$ cat src/rtl/xlate_pkg.sv
// Shared constants and types for the per-task paged address translator.
package xlate_pkg;
    localparam int XL_VA_W   = 8;
    localparam int XL_VPN_W  = 4;
    localparam int XL_PAGES  = 32;
    localparam int XL_TID_W  = 3;
    localparam int XL_DATA_W = 8;

    // Outcome of the access presented in the current cycle.
    typedef enum logic [1:0] {
        XL_IDLE   = 2'd0,
        XL_PASS   = 2'd1,
        XL_REJECT = 2'd2
    } xl_outcome_e;
endpackage

$ cat src/rtl/xlate_page_table.sv
// Page table storage: one entry per physical page, holding a valid bit,
// an owner task and a virtual page number. It is written only through
// the configuration port. Assumes software keeps at most one valid
// entry per (task, virtual page) pair.
module xlate_page_table #(
    parameter int PAGES  = xlate_pkg::XL_PAGES,
    parameter int TID_W  = xlate_pkg::XL_TID_W,
    parameter int VPN_W  = xlate_pkg::XL_VPN_W,
    localparam int IDX_W = $clog2(PAGES)
) (
    input  logic                         clk,
    input  logic                         rst_n,
    input  logic                         cfg_we,
    input  logic [IDX_W-1:0]             cfg_idx,
    input  logic                         cfg_valid,
    input  logic [TID_W-1:0]             cfg_tid,
    input  logic [VPN_W-1:0]             cfg_vpn,
    output logic [PAGES-1:0]             ent_valid,
    output logic [PAGES-1:0][TID_W-1:0]  ent_tid,
    output logic [PAGES-1:0][VPN_W-1:0]  ent_vpn
);
    genvar g;
    generate
        for (g = 0; g < PAGES; g++) begin : g_ent
            // Update entry g on a matching configuration write; clear on reset.
            always_ff @(posedge clk) begin
                if (!rst_n) begin
                    ent_valid[g] <= 1'b0;
                    ent_tid[g]   <= '0;
                    ent_vpn[g]   <= '0;
                end else if (cfg_we && (cfg_idx == IDX_W'(g))) begin
                    ent_valid[g] <= cfg_valid;
                    ent_tid[g]   <= cfg_tid;
                    ent_vpn[g]   <= cfg_vpn;
                end
            end
        end
    endgenerate
endmodule

$ cat src/rtl/xlate_match.sv
// Parallel lookup: compares (task, virtual page) against every entry and
// encodes the index of the hit as the physical page number. Assumes at
// most one entry hits; if several do, the index bits are OR-ed together.
module xlate_match #(
    parameter int PAGES  = xlate_pkg::XL_PAGES,
    parameter int TID_W  = xlate_pkg::XL_TID_W,
    parameter int VPN_W  = xlate_pkg::XL_VPN_W,
    localparam int IDX_W = $clog2(PAGES)
) (
    input  logic [PAGES-1:0]             ent_valid,
    input  logic [PAGES-1:0][TID_W-1:0]  ent_tid,
    input  logic [PAGES-1:0][VPN_W-1:0]  ent_vpn,
    input  logic [TID_W-1:0]             task_id,
    input  logic [VPN_W-1:0]             vpn,
    output logic                         hit,
    output logic [IDX_W-1:0]             ppn
);
    logic [PAGES-1:0] hit_vec;

    genvar g;
    generate
        for (g = 0; g < PAGES; g++) begin : g_cmp
            // Entry g hits when it is valid and both keys are equal.
            always_comb hit_vec[g] = ent_valid[g] && (ent_tid[g] == task_id)
                                     && (ent_vpn[g] == vpn);
        end
    endgenerate

    // Encode the hit vector into a page index and an overall hit flag.
    always_comb begin
        ppn = '0;
        for (int i = 0; i < PAGES; i++) begin
            if (hit_vec[i]) ppn = ppn | IDX_W'(i);
        end
        hit = |hit_vec;
    end
endmodule

$ cat src/rtl/xlate_gate.sv
// Access gate: forwards accepted accesses to RAM, blocks rejected ones,
// and zeroes read data and raises a fault pulse one cycle after a
// rejected access. Assumes the RAM has one cycle of read latency.
module xlate_gate #(
    parameter int IDX_W  = 5,
    parameter int OFF_W  = 4,
    parameter int DATA_W = xlate_pkg::XL_DATA_W,
    localparam int PA_W  = IDX_W + OFF_W
) (
    input  logic              clk,
    input  logic              rst_n,
    input  logic              acc_req,
    input  logic              acc_we,
    input  logic [OFF_W-1:0]  offset,
    input  logic              hit,
    input  logic [IDX_W-1:0]  ppn,
    input  logic [DATA_W-1:0] acc_wdata,
    input  logic [DATA_W-1:0] mem_rdata,
    output logic              mem_req,
    output logic              mem_we,
    output logic [PA_W-1:0]   mem_addr,
    output logic [DATA_W-1:0] mem_wdata,
    output logic [DATA_W-1:0] acc_rdata,
    output logic              acc_fault
);
    import xlate_pkg::*;

    xl_outcome_e outcome;
    logic        rd_ok_q;
    logic        fault_q;

    // Classify the current access.
    always_comb begin
        if (!acc_req)  outcome = XL_IDLE;
        else if (hit)  outcome = XL_PASS;
        else           outcome = XL_REJECT;
    end

    // Drive the RAM side only for accepted accesses.
    always_comb begin
        mem_req   = (outcome == XL_PASS);
        mem_we    = (outcome == XL_PASS) && acc_we;
        mem_addr  = (outcome == XL_PASS) ? {ppn, offset} : '0;
        mem_wdata = acc_wdata;
    end

    // Remember whether the previous access was an accepted read or a rejection.
    always_ff @(posedge clk) begin
        if (!rst_n) begin
            rd_ok_q <= 1'b0;
            fault_q <= 1'b0;
        end else begin
            rd_ok_q <= (outcome == XL_PASS) && !acc_we;
            fault_q <= (outcome == XL_REJECT);
        end
    end

    // Pass RAM data only after an accepted read.
    always_comb begin
        acc_rdata = rd_ok_q ? mem_rdata : '0;
        acc_fault = fault_q;
    end
endmodule

$ cat src/rtl/task_page_xlate.sv
// Top of the per-task paged address translator. It splits the virtual
// address into page number and offset, looks the page up for the current
// task, and gates the RAM access on the result. Assumes a unique hit.
module task_page_xlate #(
    parameter int VA_W   = xlate_pkg::XL_VA_W,
    parameter int VPN_W  = xlate_pkg::XL_VPN_W,
    parameter int PAGES  = xlate_pkg::XL_PAGES,
    parameter int TID_W  = xlate_pkg::XL_TID_W,
    parameter int DATA_W = xlate_pkg::XL_DATA_W,
    localparam int OFF_W = VA_W - VPN_W,
    localparam int IDX_W = $clog2(PAGES),
    localparam int PA_W  = IDX_W + OFF_W
) (
    input  logic              clk,
    input  logic              rst_n,
    input  logic              cfg_we,
    input  logic [IDX_W-1:0]  cfg_idx,
    input  logic              cfg_valid,
    input  logic [TID_W-1:0]  cfg_tid,
    input  logic [VPN_W-1:0]  cfg_vpn,
    input  logic [TID_W-1:0]  task_id,
    input  logic              acc_req,
    input  logic              acc_we,
    input  logic [VA_W-1:0]   acc_vaddr,
    input  logic [DATA_W-1:0] acc_wdata,
    output logic [DATA_W-1:0] acc_rdata,
    output logic              acc_fault,
    output logic              mem_req,
    output logic              mem_we,
    output logic [PA_W-1:0]   mem_addr,
    output logic [DATA_W-1:0] mem_wdata,
    input  logic [DATA_W-1:0] mem_rdata
);
    logic [PAGES-1:0]            ent_valid;
    logic [PAGES-1:0][TID_W-1:0] ent_tid;
    logic [PAGES-1:0][VPN_W-1:0] ent_vpn;
    logic                        hit;
    logic [IDX_W-1:0]            ppn;

    xlate_page_table #(.PAGES(PAGES), .TID_W(TID_W), .VPN_W(VPN_W)) u_table (
        .clk(clk), .rst_n(rst_n),
        .cfg_we(cfg_we), .cfg_idx(cfg_idx), .cfg_valid(cfg_valid),
        .cfg_tid(cfg_tid), .cfg_vpn(cfg_vpn),
        .ent_valid(ent_valid), .ent_tid(ent_tid), .ent_vpn(ent_vpn)
    );

    xlate_match #(.PAGES(PAGES), .TID_W(TID_W), .VPN_W(VPN_W)) u_match (
        .ent_valid(ent_valid), .ent_tid(ent_tid), .ent_vpn(ent_vpn),
        .task_id(task_id), .vpn(acc_vaddr[VA_W-1:OFF_W]),
        .hit(hit), .ppn(ppn)
    );

    xlate_gate #(.IDX_W(IDX_W), .OFF_W(OFF_W), .DATA_W(DATA_W)) u_gate (
        .clk(clk), .rst_n(rst_n),
        .acc_req(acc_req), .acc_we(acc_we), .offset(acc_vaddr[OFF_W-1:0]),
        .hit(hit), .ppn(ppn), .acc_wdata(acc_wdata), .mem_rdata(mem_rdata),
        .mem_req(mem_req), .mem_we(mem_we), .mem_addr(mem_addr),
        .mem_wdata(mem_wdata), .acc_rdata(acc_rdata), .acc_fault(acc_fault)
    );
endmodule

$ cat config.mk
export PLATFORM = sky130hd
export DESIGN_NAME = task_page_xlate
export DESIGN_NICKNAME = d
export VERILOG_FILES = /design/src/rtl/xlate_pkg.sv /design/src/rtl/xlate_page_table.sv /design/src/rtl/xlate_match.sv /design/src/rtl/xlate_gate.sv /design/src/rtl/task_page_xlate.sv
export SDC_FILE = /design/constraint.sdc
export NUM_CORES = 1
export LEC_CHECK = 0
export BUFFER_PORTS_ARGS = -buffer_cell sky130_fd_sc_hd__buf_2
export CAP_MARGIN = 10
export CELL_PAD_IN_SITES_DETAIL_PLACEMENT = 1
export CELL_PAD_IN_SITES_GLOBAL_PLACEMENT = 1
export CORE_ASPECT_RATIO = 1.75
export CORE_MARGIN = 5
export CORE_UTILIZATION = 48
export DETAILED_ROUTE_END_ITERATION = 16
export HOLD_SLACK_MARGIN = 0.06
export PLACE_DENSITY = 0.79
export SETUP_SLACK_MARGIN = 0.4
export SLEW_MARGIN = 5
export SYNTH_ARGS = -nofsm -noshare
export SYNTH_HDL_FRONTEND = slang
export SYNTH_SLANG_ARGS = --single-unit
$ cat constraint.sdc
create_clock -name clk -period 2.25 [get_ports clk]
set_input_delay 0.225 -clock clk [delete_from_list [all_inputs] [get_ports clk]]
set_output_delay 0.225 -clock clk [all_outputs]
set_load 0.01 [all_outputs]
==> results.py <==
metrics = {
    "critical_path": {
        "slowest_delay_ns": 0.34,
        "crit_type": "reg -> out",
        "path_cells": "xnor2_2, nand4_1, nor2_2, nor4_4, nand4bb_1, buf_4, nor4_4, buf_6, nor2_1, buf_2",
        "cp.required_ns": 2.03,
        "timing.critical_path.mode_cell": "nor4_4",
        "crit_arrival_ns": 2.56,
        "crit_fanout": 7,
        "slowest_stage": "dfxtp_2",
        "end_kind": "primary output",
        "critPathLaunchType": "flip-flop",
    },
    "place": {
        "place_congestion": 0.829,
        "port_buffers": 56,
        "hpwl_um": 26000,
    },
    "logic_synthesis": {
        "yosys.cell_count.top_type": "dfxtp_1",
        "syn_area_per_cell_um2": 9.79,
        "netlist_area_um2": 13100,
        "syn_inst": 1341,
        "syn_nets": 1386,
        "synth_cell_types": 41,
        "yosys.area.top_type_share_pct": 39.3,
        "synthArstFlopShare_pct": 0,
        "synthTopCellsByCount": "dfxtp_1 (258), nor2b_1 (210), mux2i_1 (208)",
        "ys_ff_latch": 258,
        "yosysTopAreaCell": "dfxtp_1",
        "seq_area_frac_synth_pct": 39.3,
        "yosys_warnings": 0,
        "ys.flop_type": "dfxtp_1",
        "synth_area_leaders": "dfxtp_1 (39%), mux2i_1 (16%), xnor2_1 (11%), nor2b_1 (10%), xor2_1 (3.6%)",
        "synth_edf_count": 0,
    },
    "floorplan": {
        "core_um2": 27100,
        "num_rows": 80,
        "initial_core_util_pct": 48.4,
        "die_h_um": 229,
        "die-width_um": 135,
        "io_pins": 73,
        "dieArea_um2": 30900,
    },
    "run": {
        "maxCapViolCount": 0,
    },
    "finish": {
        "nets": 1480,
        "area_growth_pct": 17.6,
        "multi_input_area_um2": 7520,
        "fill_cells": 2979,
        "layout-drive-gt1-share_pct": 18.7,
        "ff_latch_area_um2": 5180,
        "post-route-util_pct": 56.9,
    },
    "global_route": {
        "grt_start_max_net_pins": 106,
        "grt_pass1_wl_um": 64100,
        "antenna_found_initial": 3,
        "overflow": 0,
        "grt_pass1_vias": 11400,
        "grt_util_all_layers_pct": 26.5,
    },
    "sta": {
        "setup_viol": 11,
        "period_share_pct": 124,
        "rsz0062_at_grt": "true",
        "relSlewSlack_pct": 36.2,
        "hold_viol_final": 0,
        "skew_ns": 0.0168,
        "worst_pin_slew_ns": 0.957,
        "finalCriticalPeriod_ns": 2.78,
        "layout_setup_ws_ns": -0.532,
        "slew_viol_final": 0,
        "max_clock_freq_mhz": 359,
    },
    "power_and_ir_drop": {
        "power_mw": 9.69,
        "p_leak_nw": 5.86,
        "power_density_nw_per_um2": 627,
        "ir_drop_uv": 633,
    },
    "route": {
        "num_vias": 10100,
        "drt_iter0_markers": 616,
        "post_drt_wl_per_cell_um": 22.9,
        "viasPerCell": 5.52,
        "antenna_left": 0,
        "drt-pass1-iter-count": 4,
        "post-route-drc-count": 0,
        "drt-total-wl_um": 41700,
    },
    "worst_hold_path": {
        "hold_path.class": "in -> reg",
    },
    "clocking": {
        "h-tree-depth": 1,
        "clock_tree.buffer_depth": 3,
        "clk_latency_ns": 0.54,
        "cts_tree": "built",
        "cts_sinks": 258,
        "cts-root-buf": "clkbuf_16",
        "numCtsBuffers": 25,
        "clk_pin_slew_ns": 0.07,
    },
    "run_status": {
        "status": "complete, but fails checks",
        "violations": "negative setup slack",
    },
}
==> cells by family after synthesis <==
kind of cell              synth area share [%]
buffers and inverters                     5.54
muxes                                     15.9
AOI/OAI and AO/OA                         3.75
xor gates and xnor gates                  14.9
and+or+nand+nor                           20.6
DFF                                       39.3
==> registers in the layout, indices dropped and copies added, names as in the netlist <==
name,count
u_gate.acc_fault,1
u_gate.rd_ok_q,1
u_table.ent_tid,96
u_table.ent_valid,32
u_table.ent_vpn,128
==> stage by stage <==
stage	TNS [ns]	area, um2	instances	hold slack (ns)	setup WS (ns)
after global routing	-5.49	15400	1820	0.189	-0.580
after CTS	-4.50	15300	1817	0.132	-0.469
after global placement	-1.76	14300	1763	0.409	-0.229
final	-4.95	15400	1821	0.165	-0.532
after detailed placement	-2.29	14300	1763	0.417	-0.275
after floorplan	0	13200	1341	0.304	0.218
==> critical path: cells and delay by family (launching register included) <==
kind | cells | cell delay [ns]
simple gates | 6 | 1.00
buf+inv | 3 | 0.52
flops | 1 | 0.34
xor+xnor | 1 | 0.15
==> cells in the final DEF, fill, tap and decap left out, types with 8 or more instances in the layout <==
cell       netlist  routed
nor2_2           1      14
buf_12          11      24
and2_1           8       8
nand3_1         52      52
buf_4           16      88
buf_2            0      53
nor2_1          55      38
xnor2_1        170     164
xor2_1          54      52
dfxtp_1        258     247
nand2_1         68      68
mux2i_1        208     208
a21boi_0        48      48
dfxtp_2          0      10
clkbuf_16        0      25
nand4_1         48      48
nor2b_1        210     210
==> where the power goes <==
part           internal (mW)  total, mW  switching [mW]
combinational          0.420      0.990           0.570
clock                   2.23       4.07            1.84
sequential              4.60       4.62          0.0255
total                   7.25       9.69            2.44
==> final cells by class <==
| cell class | instances | area share, % |
|---|---|---|
| sequential | 258 | 33.6 |
| multi-input combinational | 974 | 48.7 |
| clock inverter | 9 | 0.527 |
| clock buffer | 34 | 4.40 |
| tap | 369 | 2.99 |
| antenna | 1 | 0.0162 |
| timing repair buffer | 175 | 9.81 |
| inverter | 1 | 0.0243 |
==> final timing paths <==
check / start / endpoint / slack [ns] / cells after the start
worst max-delay path: u_table.ent_vpn[106]$_SDFFE_PN0P_ / mem_we / -0.53 / 10
worst min-delay path: cfg_vpn[2] / u_table.ent_vpn[18]$_SDFFE_PN0P_ / 0.17 / 3
worst max register to register: u_table.ent_vpn[92]$_SDFFE_PN0P_ / u_gate.rd_ok_q$_SDFF_PN0_ / 0.01 / 11
worst min register to register: u_table.ent_tid[0]$_SDFFE_PN0P_ / u_table.ent_tid[0]$_SDFFE_PN0P_ / 0.47 / 2
==> per-layer routing <==
layer	global-route usage [%]	vias to the layer above	wire length, um
li1	-	4646	-
met1	27.7	4992	15400
met2	49.2	263	22300
met3	4.21	151	1650
met4	15.1	4	2330
met5	0	-	23
==> repair_timing <==
action                                  CTS  global route
endpoints found under the setup margin   13            13
pin swaps                                24            17
gates resized for setup                  43            25
buffers inserted                          8             3
hold buffers                              3             0
hold endpoints to repair                  4             0
No activity file was read; power rests on OpenSTA's default activity.
